## config.mk

```make
export PLATFORM = sky130hd
export DESIGN_NAME = nand_cmd_decoder
export DESIGN_NICKNAME = d
export VERILOG_FILES = /design/src/rtl/nand_cmd_pkg.sv /design/src/rtl/nand_strobe_capture.sv /design/src/rtl/nand_code_classify.sv /design/src/rtl/nand_seq_fsm.sv /design/src/rtl/nand_cmd_decoder.sv
export SDC_FILE = /design/constraint.sdc
export NUM_CORES = 1
export LEC_CHECK = 0
export BUFFER_PORTS_ARGS = -buffer_cell sky130_fd_sc_hd__buf_2
export CORE_MARGIN = 10
export CORE_UTILIZATION = 49
export DETAILED_ROUTE_END_ITERATION = 16
export PLACE_DENSITY = 0.86
export SYNTH_ARGS = -nofsm -noshare
export SYNTH_HDL_FRONTEND = slang
export SYNTH_SLANG_ARGS = --single-unit
```

## constraint.sdc

```tcl
create_clock -name clk -period 1.95 [get_ports clk]
set_input_delay 0.2925 -clock clk [delete_from_list [all_inputs] [get_ports clk]]
set_output_delay 0.2925 -clock clk [all_outputs]
set_load 0.03 [all_outputs]
```

## src/rtl/nand_cmd_pkg.sv

```systemverilog
package nand_cmd_pkg;

  localparam int CODE_W = 8;
  localparam int OP_W   = 4;
  localparam int PTR_W  = 2;

  localparam logic [CODE_W-1:0] CODE_READ_A   = 8'h00;
  localparam logic [CODE_W-1:0] CODE_READ_B   = 8'h01;
  localparam logic [CODE_W-1:0] CODE_READ_C   = 8'h50;
  localparam logic [CODE_W-1:0] CODE_READ_ID  = 8'h90;
  localparam logic [CODE_W-1:0] CODE_STATUS   = 8'h70;
  localparam logic [CODE_W-1:0] CODE_RESET    = 8'hFF;
  localparam logic [CODE_W-1:0] CODE_PROG     = 8'h80;
  localparam logic [CODE_W-1:0] CODE_ERASE    = 8'h60;
  localparam logic [CODE_W-1:0] CODE_CB_MID   = 8'h8A;
  localparam logic [CODE_W-1:0] CODE_PG_CONF  = 8'h10;
  localparam logic [CODE_W-1:0] CODE_ER_CONF  = 8'hD0;

  typedef enum logic [OP_W-1:0] {
    OP_NONE    = 4'd0,
    OP_RD_A    = 4'd1,
    OP_RD_B    = 4'd2,
    OP_RD_C    = 4'd3,
    OP_RD_ID   = 4'd4,
    OP_RD_STAT = 4'd5,
    OP_RESET   = 4'd6,
    OP_PROG    = 4'd7,
    OP_COPY    = 4'd8,
    OP_ERASE   = 4'd9
  } op_e;

  typedef enum logic [3:0] {
    K_NONE,
    K_RD_A,
    K_RD_B,
    K_RD_C,
    K_RD_ID,
    K_STAT,
    K_RESET,
    K_PROG,
    K_ERASE,
    K_CB_MID,
    K_PG_CONF,
    K_ER_CONF
  } kind_e;

  typedef enum logic [3:0] {
    ST_IDLE,
    ST_A0_ADDR,
    ST_A0_RDY,
    ST_PG_ADDR,
    ST_PG_DATA,
    ST_ER_ADDR,
    ST_ER_CONF,
    ST_CB_ADDR,
    ST_CB_CONF
  } st_e;

  typedef enum logic [PTR_W-1:0] {
    PTR_A = 2'd0,
    PTR_B = 2'd1,
    PTR_C = 2'd2
  } ptr_e;

endpackage

```

## src/rtl/nand_strobe_capture.sv

```systemverilog
module nand_strobe_capture #(
  parameter int BUS_W = 8
) (
  input  logic                                clk,
  input  logic                                rst_n,
  input  logic                                ce_n,
  input  logic                                cle,
  input  logic                                we_n,
  input  logic [BUS_W-1:0]                    io,
  input  logic                                addr_done,
  output logic                                cmd_stb,
  output logic [nand_cmd_pkg::CODE_W-1:0]     cmd_byte,
  output logic                                addr_adv
);
  import nand_cmd_pkg::*;

  logic we_q;
  logic rise;

  always_ff @(posedge clk or negedge rst_n) begin
    if (!rst_n) begin
      we_q <= 1'b1;
    end else begin
      we_q <= we_n;
    end
  end

  always_comb begin
    rise     = we_n & ~we_q;
    cmd_stb  = rise & cle & ~ce_n;
    cmd_byte = io[CODE_W-1:0];
    addr_adv = addr_done & ~ce_n;
  end

  // a capture is never reported for a deselected chip or a data cycle
  assert_stb_gated_R1: assert property (@(posedge clk) disable iff (!rst_n)
    cmd_stb |-> (cle && !ce_n && we_n));

  // two captures cannot land on consecutive edges
  assert_stb_spacing_R1: assert property (@(posedge clk) disable iff (!rst_n)
    cmd_stb |=> !cmd_stb);

endmodule

```

## src/rtl/nand_code_classify.sv

```systemverilog
module nand_code_classify (
  input  logic [nand_cmd_pkg::CODE_W-1:0] code,
  output nand_cmd_pkg::kind_e             kind
);
  import nand_cmd_pkg::*;

  always_comb begin
    case (code)
      CODE_READ_A:  kind = K_RD_A;
      CODE_READ_B:  kind = K_RD_B;
      CODE_READ_C:  kind = K_RD_C;
      CODE_READ_ID: kind = K_RD_ID;
      CODE_STATUS:  kind = K_STAT;
      CODE_RESET:   kind = K_RESET;
      CODE_PROG:    kind = K_PROG;
      CODE_ERASE:   kind = K_ERASE;
      CODE_CB_MID:  kind = K_CB_MID;
      CODE_PG_CONF: kind = K_PG_CONF;
      CODE_ER_CONF: kind = K_ER_CONF;
      default:      kind = K_NONE;
    endcase
  end

endmodule

```

## src/rtl/nand_seq_fsm.sv

```systemverilog
module nand_seq_fsm (
  input  logic                 clk,
  input  logic                 rst_n,
  input  logic                 cmd_stb,
  input  nand_cmd_pkg::kind_e  kind,
  input  logic                 addr_adv,
  input  logic                 busy,
  input  logic                 wp_n,
  output logic                 op_valid,
  output nand_cmd_pkg::op_e    op_code,
  output nand_cmd_pkg::ptr_e   read_ptr,
  output logic                 read_mode
);
  import nand_cmd_pkg::*;

  st_e  st_q,  st_d;
  ptr_e ptr_q, ptr_d;
  op_e  op_q,  op_d;
  logic opv_q, opv_d;
  logic rd_mode;

  always_comb begin
    rd_mode = (st_q == ST_IDLE) || (st_q == ST_A0_ADDR) || (st_q == ST_A0_RDY);
  end

  always_comb begin
    st_d  = st_q;
    ptr_d = ptr_q;
    op_d  = op_q;
    opv_d = 1'b0;
    if (cmd_stb) begin
      if (busy) begin
        if (kind == K_STAT) begin
          opv_d = 1'b1;
          op_d  = OP_RD_STAT;
        end else if (kind == K_RESET) begin
          opv_d = 1'b1;
          op_d  = OP_RESET;
          st_d  = ST_IDLE;
          ptr_d = PTR_A;
        end
      end else begin
        case (kind)
          K_RESET: begin
            opv_d = 1'b1;
            op_d  = OP_RESET;
            st_d  = ST_IDLE;
            ptr_d = PTR_A;
          end
          K_STAT: begin
            opv_d = 1'b1;
            op_d  = OP_RD_STAT;
          end
          K_RD_A: if (rd_mode) begin
            opv_d = 1'b1;
            op_d  = OP_RD_A;
            ptr_d = PTR_A;
            st_d  = ST_A0_ADDR;
          end
          K_RD_B: if (rd_mode) begin
            opv_d = 1'b1;
            op_d  = OP_RD_B;
            ptr_d = PTR_B;
            st_d  = ST_IDLE;
          end
          K_RD_C: if (rd_mode) begin
            opv_d = 1'b1;
            op_d  = OP_RD_C;
            ptr_d = PTR_C;
            st_d  = ST_IDLE;
          end
          K_RD_ID: if (rd_mode) begin
            opv_d = 1'b1;
            op_d  = OP_RD_ID;
            st_d  = ST_IDLE;
          end
          K_PROG: if (rd_mode) begin
            st_d = ST_PG_ADDR;
          end
          K_ERASE: if (rd_mode) begin
            st_d = ST_ER_ADDR;
          end
          K_CB_MID: if (st_q == ST_A0_RDY) begin
            st_d = ST_CB_ADDR;
          end
          K_PG_CONF: if (st_q == ST_PG_DATA || st_q == ST_CB_CONF) begin
            st_d = ST_IDLE;
            if (wp_n) begin
              opv_d = 1'b1;
              op_d  = (st_q == ST_PG_DATA) ? OP_PROG : OP_COPY;
            end
          end
          K_ER_CONF: if (st_q == ST_ER_CONF) begin
            st_d = ST_IDLE;
            if (wp_n) begin
              opv_d = 1'b1;
              op_d  = OP_ERASE;
            end
          end
          default: ;
        endcase
      end
    end else if (addr_adv) begin
      case (st_q)
        ST_A0_ADDR: st_d = ST_A0_RDY;
        ST_PG_ADDR: st_d = ST_PG_DATA;
        ST_ER_ADDR: st_d = ST_ER_CONF;
        ST_CB_ADDR: st_d = ST_CB_CONF;
        default:    ;
      endcase
    end
  end

  always_ff @(posedge clk or negedge rst_n) begin
    if (!rst_n) begin
      st_q  <= ST_IDLE;
      ptr_q <= PTR_A;
      op_q  <= OP_NONE;
      opv_q <= 1'b0;
    end else begin
      st_q  <= st_d;
      ptr_q <= ptr_d;
      op_q  <= op_d;
      opv_q <= opv_d;
    end
  end

  always_comb begin
    op_valid  = opv_q;
    op_code   = op_q;
    read_ptr  = ptr_q;
    read_mode = rd_mode;
  end

  assert_single_pulse_R3: assert property (@(posedge clk) disable iff (!rst_n)
    op_valid |=> !op_valid);

  assert_busy_filter_R7: assert property (@(posedge clk) disable iff (!rst_n)
    (op_valid && $past(busy)) |-> (op_q == OP_RD_STAT || op_q == OP_RESET));

  assert_wp_confirm_R9: assert property (@(posedge clk) disable iff (!rst_n)
    (op_valid && (op_q == OP_PROG || op_q == OP_COPY || op_q == OP_ERASE)) |-> $past(wp_n));

  assert_reset_home_R11: assert property (@(posedge clk) disable iff (!rst_n)
    (op_valid && op_q == OP_RESET) |-> (st_q == ST_IDLE && ptr_q == PTR_A));

  assert_prog_order_R4: assert property (@(posedge clk) disable iff (!rst_n)
    (op_valid && op_q == OP_PROG) |-> ($past(st_q) == ST_PG_DATA));

  assert_erase_order_R5: assert property (@(posedge clk) disable iff (!rst_n)
    (op_valid && op_q == OP_ERASE) |-> ($past(st_q) == ST_ER_CONF));

  assert_copy_order_R6: assert property (@(posedge clk) disable iff (!rst_n)
    (op_valid && op_q == OP_COPY) |-> ($past(st_q) == ST_CB_CONF));

endmodule

```

## src/rtl/nand_cmd_decoder.sv

```systemverilog
module nand_cmd_decoder #(
  parameter int BUS_W = 8
) (
  input  logic             clk,
  input  logic             rst_n,
  input  logic             ce_n,
  input  logic             cle,
  input  logic             we_n,
  input  logic [BUS_W-1:0] io,
  input  logic             addr_done,
  input  logic             busy,
  input  logic             wp_n,
  output logic             op_valid,
  output logic [3:0]       op_code,
  output logic [1:0]       read_ptr,
  output logic             oe_en,
  output logic             wp_status
);
  import nand_cmd_pkg::*;

  logic              cmd_stb;
  logic [CODE_W-1:0] cmd_byte;
  logic              addr_adv;
  kind_e             kind;
  op_e               op_w;
  ptr_e              ptr_w;
  logic              read_mode;
  logic              wp_q;

  nand_strobe_capture #(.BUS_W(BUS_W)) u_cap (
    .clk       (clk),
    .rst_n     (rst_n),
    .ce_n      (ce_n),
    .cle       (cle),
    .we_n      (we_n),
    .io        (io),
    .addr_done (addr_done),
    .cmd_stb   (cmd_stb),
    .cmd_byte  (cmd_byte),
    .addr_adv  (addr_adv)
  );

  nand_code_classify u_cls (
    .code (cmd_byte),
    .kind (kind)
  );

  nand_seq_fsm u_fsm (
    .clk       (clk),
    .rst_n     (rst_n),
    .cmd_stb   (cmd_stb),
    .kind      (kind),
    .addr_adv  (addr_adv),
    .busy      (busy),
    .wp_n      (wp_n),
    .op_valid  (op_valid),
    .op_code   (op_w),
    .read_ptr  (ptr_w),
    .read_mode (read_mode)
  );

  always_ff @(posedge clk or negedge rst_n) begin
    if (!rst_n) begin
      wp_q <= 1'b0;
    end else begin
      wp_q <= wp_n;
    end
  end

  always_comb begin
    op_code   = op_w;
    read_ptr  = ptr_w;
    oe_en     = read_mode & ~ce_n;
    wp_status = wp_q;
  end

  assert_deselect_oe_R10: assert property (@(posedge clk) disable iff (!rst_n)
    ce_n |-> !oe_en);

  assert_deselect_no_op_R10: assert property (@(posedge clk) disable iff (!rst_n)
    op_valid |-> !$past(ce_n));

endmodule

```

# ---- Yosys cells after proc, flatten, opt, wreduce, memory -nomap -nowiden
# Index checks and enable logic that the tools add are counted.
dict set report word_totals {
  ff_bits 13
  word_cells 120
  out_inout_bits 9
}
dict set report op_classes {
  n_reduce_logical 15
  n_eq_ne 50
  n_mux 42
  bitwise_logic 7
}
# operator n
set ops {}
lappend ops {{2-to-1 mux 4 bit} 22}
lappend ops {{case mux 4 bit (8 select lines)} 2}
lappend ops {{case mux 4 bit (11 select lines)} 1}
lappend ops {{equality test 8 bit (second input constant)} 5}
lappend ops {{equality test 4 x 3 -> 1 bit (second input constant)} 8}
lappend ops {{equality test 8 x 7 -> 1 bit (second input constant)} 3}
lappend ops {{inequality test 3 bit (second input constant)} 7}
lappend ops {{equality test 4 bit (second input constant)} 5}
lappend ops {{equality test 4 x 2 -> 1 bit (second input constant)} 4}
lappend ops {{inequality test 4 x 3 -> 1 bit (second input constant)} 4}
lappend ops {{case mux 4 bit (4 select lines)} 1}
lappend ops {{2-to-1 mux 2 bit} 6}
lappend ops {{inequality test 4 bit (second input constant)} 3}
lappend ops {{AND reduction 12 bit} 1}
lappend ops {{AND reduction 11 bit} 1}
lappend ops {{inequality test 3 x 2 -> 1 bit (second input constant)} 3}
lappend ops {{inequality test 9 x 2 -> 1 bit (second input constant)} 1}
lappend ops {{equality test 4 x 1 -> 1 bit (second input constant)} 2}
lappend ops {{equality test 8 x 1 -> 1 bit (second input constant)} 1}
lappend ops {{equality test 8 x 5 -> 1 bit (second input constant)} 1}
lappend ops {{zero test 8 bit} 1}
lappend ops {{2-to-1 mux 1 bit} 8}
lappend ops {{case mux 2 bit (4 select lines)} 1}
lappend ops {{nonzero test 8 bit} 1}
lappend ops {{15 further kinds} 22}

# ---- Logic depth before layout (Yosys ltp)
# Gate-level depths: netlist of run 1.
dict set report logic_depth {
  ltp_word 7
  ltp_mapped 10
  ltp_nobuf 8
}

# ---- Cells and area by module
# A second synthesis of run 1 with hierarchy kept.
dict set report hier_totals {
  cells_unflattened 163
  area_unflattened_um2 1333.8
}
# module area_each_um2 seq_area_each_um2 cells_per_inst instances
set by_module_without_submodules {}
lappend by_module_without_submodules {nand_seq_fsm 1008.5 275.3 120 1}
lappend by_module_without_submodules {nand_code_classify 178.9 0.0 30 1}
lappend by_module_without_submodules {nand_strobe_capture 107.6 26.3 11 1}
lappend by_module_without_submodules {nand_cmd_decoder 38.8 25.0 2 1}

# ---- Worst setup path before layout of run 1
# Ideal clock, no wire load.
dict set report synth_timing {
  path_kind {input port to flip-flop}
  start {input io[1]}
  end {register u_fsm.op_q[0] (netlist: u_fsm.op_code[0])}
  n_path_buf 2
  arrival_time_ps 2458
  slack_ps -633
  cell_stages 9
  cell_sequence {buf_6 -> or4_4 -> buf_6 -> or3_4 -> clkinv_2 -> o31ai_2 -> or3b_4 -> a21oi_4 -> mux2_4}
}
dict set report synth_between {
  elab_chain_cells 5
  word_cells_on_any_way 34
  cone_classes {27 x eq/ne; 4 x mux; 3 x reduce/logical}
}
# item line
set synth_rtl {}
lappend synth_rtl {{from (decl)} nand_cmd_decoder.sv:9} ;# input logic [BUS_W-1:0] io,
lappend synth_rtl {{equality test 8 bit (tied with other cells)} nand_code_classify.sv:8} ;# case (code)
lappend synth_rtl {{case mux 4 bit (11 select lines) (*)} nand_code_classify.sv:8}
lappend synth_rtl {{equality test 4 x 1 -> 1 bit (tied with other cells)} nand_seq_fsm.sv:43} ;# case (kind)
lappend synth_rtl {{nonzero test 8 bit (no source line) (tied with other cells)} n/a}
lappend synth_rtl {{AND reduction 11 bit (no source line) or 2-to-1 mux 4 bit (tied branches)} n/a}
lappend synth_rtl {{to (signal assigned)} nand_seq_fsm.sv:123} ;# op_q <= op_d;
lappend synth_rtl {{to (decl)} nand_seq_fsm.sv:18} ;# op_e op_q, op_d;
# Mark *: on every way between the ends. The rest lies on a longest branch, timed or not.
# A chain may end at the register's enable or synchronous reset.

# ---- Worst setup path in the final report of run 1
dict set report layout_timing {
  start {input io[6]}
  end {register u_fsm.op_q[0] (netlist: u_fsm.op_code[0])}
}
# The elaborated chain is that of the path after synthesis.

==> impl_metrics.toml, run 1 <==
[global_route]
grt_antenna_before_repair = 0
grt_usage_pct = 23.8
grt_pass1_wl_um = 10000
grt_pass1_vias = 2044
grt_start_max_net_pins = 14
overflow = 0

[worst_setup_path]
crit_arrival_ns = 2.48
path_max_fanout = 6
critPathKind = "input port to register"
crit_path_end_kind = "register"
required_ns = 2.13
cp-start-kind = "input port"
r2r_setup_slack_ns = -0.28

[power_and_ir_drop]
p_comb_share_pct = 40.9
p_sw_mw = 0.282
vdd_ir_drop_max_mv = 0.535
power_frac_clock_pct = 22.3
power_frac_seq_pct = 36.8
power_leakage_nw = 1.08
netSwitchingFraction_pct = 35.5
powerDensity_mw_per_mm2 = 335
intPower_mw = 0.511

[route]
wirelength_um = 7320
wl_per_cell_um = 25.6
drtIter0Drc = 376
route.detailed.drc = 0
ant_nets = 0
avgViaCountPerCell = 6.82
drtPass1Iterations = 5
routed-via-count = 1950

[layout]
area_growth_syn_to_layout_pct = 84.4
antenna_cells = 0
design_area_mm2 = 0.00237
fin_nets = 273
drive_gt1_share_pct = 65.2
layout_common_cells = "buf_4 (75), buf_2 (18), buf_6 (14), nand2_1 (13), dfrtp_1 (11)"
final_common_cell = "buf_4"
fin_cells = 286

[clocking]
cts_buffers = 3
cts_root_buf = "clkbuf_4"
clock-sinks = 13
clk_latency_ns = 0.29
cts_tree = "yes"
clk_pin_slew_ns = 0.08
htreeDepth = 1
clockBufferDepth = 2

[sta]
fmax_mhz = 435
finalMaxSlewViolations = 0
tightest_slew_ns = 0.481
hold-worst-slack_ns = 0.124
rsz0062_at_grt = "yes"
finalCriticalPeriod_ns = 2.30
hold_viol = 0
finClkSkew_ns = 0.00132
setup_viol = 11
setup_ws_ns = -0.346
period_share_pct = 118
maxSlewHeadroom_pct = 67.6

[logic_synthesis]
synthArstFlopShare_pct = 100
yosysSeqAreaShare_pct = 25.4
synth_edf_count = 0
synth_cells = 150
yosysUniqueCellTypes = 64
synth.avg_cell_area_um2 = 8.57
syn-cell-area_mm2 = 0.00128
ys_ff_latch = 13
ys_warn_count = 0
synth.net_count = 166
synth_flop_cell = "dfrtp_1"

[place]
finalWeightedCongestion = 0.971
io_buffers = 24
numPlacedInstances = 261
hpwl_um = 3650
placed_area_mm2 = 0.00189

[outcome]
status = "complete, but fails checks"
violations = "setup timing"

[die]
core_area_mm2 = 0.00250
dieArea_mm2 = 0.00507
die_x_um = 71.2
num_rows = 18
num_io_pins = 25
fp.dieH_um = 71.2
start_util_pct = 51.4

[run]
cap_violations = 0

[min_path]
hold_class = "input port to register"
Yosys cell counts (3+ instances only):
library cell	instances	area [um2]
nor2_1	14	52.6
mux2_4	3	45.0
xnor2_1	4	35.0
dfrtp_1	12	300
a211oi_1	3	22.5
nand4_1	3	18.8
nand3_1	5	25.0
nand2_1	13	48.8
nor2b_1	3	18.8
a21oi_1	5	25.0
o21ai_2	3	26.3
mux2_2	3	33.8
inv_1	7	26.3
buf_2	3	15.0
nor3_1	5	25.0
o21ai_0	7	35.0
cell families after synthesis:
group	count (synthesis)	synth area share (%)
simple gates	70	33.7
compound gates	37	22.5
buf+inv	16	6.52
flops	13	25.4
mux	7	6.91
xor+xnor	5	3.41
fa+ha+maj	2	1.56
registers in the layout, indices dropped and copies added (netlist names):
register        flops
u_fsm.st_q          4
u_cap.we_q          1
u_fsm.read_ptr      2
u_fsm.op_code       4
u_fsm.op_valid      1
wp_status           1
worst paths after layout:
kind	start	to	cells past startpoint
max in group asynchronous	rst_n	u_cap.we_q	2
setup reg to reg	u_fsm.st_q[3]	u_fsm.op_code[0]	7
hold / removal	we_n	u_cap.we_q	1
hold reg to reg	u_fsm.read_ptr[1]	u_fsm.read_ptr[1]	1
setup / recovery	io[6]	u_fsm.op_code[0]	10
min in group asynchronous	rst_n	u_fsm.st_q[1]	2
metrics by stage:
step | setup slack, ns | util, % | power (mW) | TNS (ns)
finish | -0.346 | 94.8 | 0.793 | -2.52
global route | -0.403 | 94.8 | 0.815 | -3.27
CTS | -0.288 | 92.0 | 0.736 | -1.43
detailed placement | -0.675 | 75.8 | 0.514 | -6.18
global placement | -0.598 | 75.8 | 0.503 | -5.46
floorplan | -0.521 | - | 0.398 | -3.87
power groups by stage:
stage	combinational (mW)	sequential [mW]	clock [mW]
finish	0.324	0.292	0.177
global route	0.333	0.293	0.189
CTS	0.277	0.290	0.169
detailed placement	0.216	0.298	0
global placement	0.205	0.297	0
floorplan	0.0948	0.303	0
worst max-delay path: stages:
cell,delay [ns]
buf_6,0.10
buf_6,0.13
or3b_2,0.52
o21ai_2,0.12
nand2_1,0.11
nand4_1,0.16
nor3_2,0.07
or3b_4,0.43
a21oi_4,0.22
mux2_4,0.33
layout make-up:
| cell class | count | area, um2 |
|---|---|---|
| Fill cell | 70 | 130 |
| Clock buffer | 4 | 26.3 |
| Multi-Input combinational cell | 121 | 1090 |
| Timing Repair Buffer | 110 | 851 |
| Tap cell | 30 | 37.5 |
| Inverter | 8 | 35.0 |
| Sequential cell | 13 | 328 |
layer usage:
layer	global-route usage, %	vias to the layer above	wire length, um
met2	40.5	210	3310
met5	0	-	0
met3	5.65	76	871
met4	17.0	0	612
li1	-	776	-
met1	25.3	888	2530
repair_timing:
| action | 4_1_cts | 5_1_grt |
|---|---|---|
| gates resized for setup | 56 | 8 |
| endpoints found under the hold margin | 12 | 0 |
| pin swaps | 14 | 4 |
| endpoints found under the setup margin | 11 | 11 |
| hold buffers | 1 | 0 |
| cloned | 0 | 0 |
| setup buffers | 18 | 6 |
Note: power is estimated with default switching activity, not from simulation.
==> run 2, diff against run 1 <==
CORE_MARGIN = unset   (was 10)
==> run 2 against run 1 <==
  * The flow still finishes with violations (setup timing)
  * Combinational power fell by 15%
  * Critical path depth did not move
  * Utilization fell by 5.0 points
  * Largest power group is now sequential cells
  * Highest routed layer unchanged
==> impl_metrics.toml, run 2 (synthesized netlist as in run 1, its figures left out) <==
[outcome]
status = "complete, but fails checks"
violations = "setup timing"

[route]
drtPass1Iterations = 8
wl_per_cell_um = 22.0
avgViaCountPerCell = 6.68
wirelength_um = 5970
ant_nets = 0
drtIter0Drc = 108
routed-via-count = 1818
route.detailed.drc = 0

[die]
die_x_um = 53.2
core_area_mm2 = 0.00248
num_rows = 18
dieArea_mm2 = 0.00283
fp.dieH_um = 53.2
num_io_pins = 25
start_util_pct = 51.9

[place]
numPlacedInstances = 257
finalWeightedCongestion = 0.970
hpwl_um = 3290
dp_slack_ns = -0.624
io_buffers = 24

[layout]
drive_gt1_share_pct = 64.5
fin_nets = 259
fin_cells = 272
antenna_cells = 0
layout_common_cells = "buf_4 (66), buf_2 (22), nand2_1 (11), dfrtp_1 (11), nor2_1 (10)"
area_growth_syn_to_layout_pct = 73.0
final_common_cell = "buf_4"

[sta]
tightest_slew_ns = 0.441
rsz0062_at_grt = "yes"
finalCriticalPeriod_ns = 2.32
finalMaxSlewViolations = 0
period_share_pct = 119
hold_viol = 0
maxSlewHeadroom_pct = 70.4
setup_ws_ns = -0.368
fmax_mhz = 431
finClkSkew_ns = 0.00417
setup_viol = 11

[clocking]
clockBufferDepth = 2
clock-sinks = 13
clk_pin_slew_ns = 0.09
cts_buffers = 3
clk_latency_ns = 0.30
htreeDepth = 1
cts_tree = "yes"
cts_root_buf = "clkbuf_4"

[power_and_ir_drop]
powerDensity_mw_per_mm2 = 338
vdd_ir_drop_max_mv = 0.412
power_leakage_nw = 0.993

[global_route]
grt_start_max_net_pins = 14
overflow = 0
grt_pass1_vias = 1581
grt_usage_pct = 34.7
grt_pass1_wl_um = 6900
grt_antenna_before_repair = 0

[run]
cap_violations = 0

[min_path]
hold_class = "input port to register"

[worst_setup_path]
path_max_fanout = 5
crit_arrival_ns = 2.51
crit_path_end_kind = "register"
cp-start-kind = "input port"
required_ns = 2.14
critPathKind = "input port to register"
[run 2: changes by cell type in the layout (fill, tap and decap cells not counted), moves of 2 or more]
cell	delta
a211oi_1	+2
buf_2	+4
buf_4	-9
buf_6	-9
nand2_1	-2
nand2_2	+2
[run 2: critical path: stages]
cell,delay (ns)
buf_2,0.11
buf_4,0.15
or3b_2,0.47
o21ai_0,0.12
nand2_1,0.14
nand4_1,0.18
nor3_2,0.07
or3b_4,0.42
a21oi_4,0.21
mux2_4,0.33
[run 2: per-layer routing]
metal  part of all wire (%)  GRT usage, %  vias to the layer above
met5                      0             0                        -
met4                    9.1          30.3                        0
met3                    8.5          4.31                       66
met2                     48          61.0                      183
met1                     35          35.5                      817
li1                       -             -                      752
[run 2: what timing repair did]
action / 4_1_cts / 5_1_grt
pin swaps: 2 / 11
cloned: 0 / 0
endpoints found under the setup margin: 10 / 11
setup buffers: 3 / 8
resized for setup: 13 / 43
hold endpoints to repair: 12 / 0
hold buffers: 1 / 0
[run 2: path summary, 6_finish.rpt]
kind | startpoint | to | slack (ns) | cells past startpoint
worst max register to register | u_fsm.st_q[3] | u_fsm.op_code[2] | -0.33 | 7
worst max-delay path | io[6] | u_fsm.op_code[2] | -0.37 | 10
worst min-delay path | we_n | u_cap.we_q | 0.10 | 1
worst min register to register | u_fsm.op_code[1] | u_fsm.op_code[1] | 0.53 | 1
max in group asynchronous | rst_n | u_cap.we_q | 1.28 | 2
min in group asynchronous | rst_n | u_fsm.op_code[2] | 0.39 | 2
[run 2: area by class of cell]
| class | count | area [um2] |
|---|---|---|
| flip-flops and latches | 13 | 328 |
| clock buffers | 4 | 26.3 |
| multi-input cells | 121 | 1090 |
| repair buffers | 96 | 702 |
| fillers | 118 | 254 |
| well taps | 30 | 37.5 |
| inverters | 8 | 35.0 |
[run 2: report_power, final]
part / internal, mW / switching, mW
combinational: 0.126 / 0.150
clock: 0.0800 / 0.105
sequential: 0.282 / 0.00907
[run 2: stage by stage]
| stage | hold slack (ns) | setup TNS (ns) | instance area [um2] | util (%) | power, mW |
|---|---|---|---|---|---|
| floorplan | -0.00309 | -3.87 | 1310 | - | 0.398 |
| global placement | 0.183 | -4.66 | 1860 | 75.3 | 0.496 |
| detailed placement | 0.192 | -5.48 | 1860 | 75.3 | 0.507 |
| CTS | 0.122 | -1.58 | 1990 | 80.2 | 0.681 |
| global route | 0.100 | -3.25 | 2220 | 89.7 | 0.770 |
| finish | 0.104 | -2.65 | 2220 | 89.7 | 0.752 |
==> run 3, diff against run 2 <==
REMOVE_ABC_BUFFERS = 1   (was unset)
==> run 3 against run 2 <==
  * The run still ends with setup timing left
  * Setup slack gained 0.073 ns
  * Via count shrank 8.9%
  * Die area is the same
  * Sequential cell count is the same
  * Sequential power is essentially flat
  * Clock-buffer cell count is the same
  * Final area shrank 3.9%
  * Clock power shrank 3%
  * Wire length shrank 16%
  * Critical path depth shrank 2
  * Sequential share of layout area grew 0.60 points
  * Power shrank 4.0%
  * Critical path type is now register to register
  * Critical endpoint unchanged
  * Largest cell class unchanged
  * Largest power group unchanged
==> impl_metrics.toml, run 3 (synthesized netlist as in run 1, its figures left out) <==
[outcome]
status = "complete, but fails checks"
violations = "setup timing"

[worst_setup_path]
r2r_setup_slack_ns = -0.29
path_max_fanout = 5
r2r_cells = 8
crit_chain = "buf_4, a211oi_2, nor2_1, nand4_1, nor3_2, or3b_4, a21oi_4, mux2_4"
required_ns = 2.12
max_stage_delay_ns = 0.47
crit_path_end_kind = "register"
worstReg2RegStart = "u_fsm.st_q[3]"
critPathKind = "register to register"
crit_slowest_cell = "dfrtp_2"
cp_num_buf_inv = 1
crit_arrival_ns = 2.42
path_delay_family = "simple AND/OR/NAND/NOR gates"
rr_endpoint = "u_fsm.op_code[2]"
cp-start-kind = "register"

[clocking]
cts_buffers = 3
cts_root_buf = "clkbuf_4"
clk_pin_slew_ns = 0.09
htreeDepth = 1
cts_tree = "yes"
clockBufferDepth = 2
clk_latency_ns = 0.29
clock-sinks = 13

[run]
cap_violations = 0

[min_path]
hold_depth = 1
whs_endpoint = "wp_status"
min_from = "wp_n"
hold_class = "input port to register"

[power_and_ir_drop]
finalPower_mw = 0.722
vdd_ir_drop_max_mv = 0.361
power_leakage_nw = 0.950
powerDensity_mw_per_mm2 = 338

[die]
fp.dieH_um = 53.2
num_rows = 18
die_x_um = 53.2
dieArea_mm2 = 0.00283
start_util_pct = 51.9
core_area_mm2 = 0.00248
num_io_pins = 25

[route]
drtIter0Drc = 72
ant_nets = 0
route.detailed.drc = 0
wl_per_cell_um = 18.8
avgViaCountPerCell = 6.18
wirelength_um = 5040
drtPass1Iterations = 4
routed-via-count = 1656

[sta]
maxSlewHeadroom_pct = 71.5
finalCriticalPeriod_ns = 2.24
finalMaxSlewViolations = 0
setup_ws_ns = -0.295
tightest_slew_ns = 0.423
hold_viol = 0
finalSetupTns_ns = -2.31
rsz0062_at_grt = "yes"
finClkSkew_ns = 0.0146
period_share_pct = 115
fmax_mhz = 445
setup_viol = 11

[layout]
fin_nets = 255
area_growth_syn_to_layout_pct = 66.3
antenna_cells = 0
design_area_mm2 = 0.00214
drive_gt1_share_pct = 60.5
multiInputGateArea_mm2 = 0.00105
final_common_cell = "buf_4"
layout_common_cells = "buf_4 (66), buf_2 (21), nor2_1 (13), nand2_1 (12), dfrtp_1 (11)"
seqCellArea_um2 = 328
fillers = 116
final_util_pct = 86.3

[place]
hpwl_um = 3320
placed_area_mm2 = 0.00183
io_buffers = 24
finalWeightedCongestion = 0.928

[global_route]
grt_pass1_vias = 1590
overflow = 0
grt_antenna_before_repair = 0
grt_usage_pct = 35.3
grt_start_max_net_pins = 14
grt_pass1_wl_um = 7110
## run 3: repair_timing
action,CTS,global route
resized for setup,18,23
setup endpoints to repair,11,11
cloned,0,0
hold buffers,1,0
hold endpoints to repair,12,0
buffers inserted,4,6
pin swaps,6,10
## run 3: layout make-up
cell class	instances	area share [%]
Multi-Input combinational cell	121	49.4
Timing Repair Buffer	92	30.7
Sequential cell	13	15.3
Tap cell	30	1.76
Inverter	8	1.64
Clock buffer	4	1.23
## run 3: metal layers
layer | track usage [%] | vias to the layer above | part of all wire, %
li1 | - | 738 | -
met1 | 37.2 | 770 | 37
met2 | 62.5 | 112 | 49
met3 | 7.18 | 36 | 7.2
met4 | 22.8 | 0 | 6.3
met5 | 0 | - | 0
## run 3: how the worst max path moves through the flow
stage | from | cells after the start | end | slack, ns
finish | u_fsm.st_q[3] | 8 | u_fsm.op_code[2] | -0.29
CTS | io[3] | 8 | u_fsm.op_code[2] | -0.26
floorplan | io[1] | 7 | u_fsm.op_code[0] | -0.45
global placement | io[4] | 10 | u_fsm.op_code[1] | -0.59
detailed placement | io[4] | 10 | u_fsm.op_code[2] | -0.67
global route | u_fsm.st_q[2] | 8 | u_fsm.op_code[2] | -0.34
## run 3: per-stage QoR
| stage | hold WS, ns | worst slack, ns | std cells |
|---|---|---|---|
| 3_5_place_dp | 0.194 | -0.673 | 254 |
| 3_3_place_gp | 0.185 | -0.585 | 254 |
| 2_1_floorplan | -0.00309 | -0.454 | 142 |
| 5_1_grt | 0.103 | -0.341 | 268 |
| 4_1_cts | 0.130 | -0.257 | 263 |
| 6_report | 0.121 | -0.295 | 268 |
## run 3: worst register-to-register path: cells and delay by family, from the launching register on
kind,cells,cell delay [ns]
and+or+nand+nor,4,0.74
DFF,1,0.47
AOI/OAI and AO/OA,2,0.42
muxes,1,0.32
buffers and inverters,1,0.17
## run 3: where the power goes
group | total [mW] | switching (mW) | leakage, nW | internal, mW
Combinational | 0.250 | 0.136 | 0.775 | 0.114
Sequential | 0.292 | 0.0102 | 0.160 | 0.282
Clock | 0.180 | 0.100 | 0.0150 | 0.0796
Total | 0.722 | 0.247 | 0.950 | 0.476
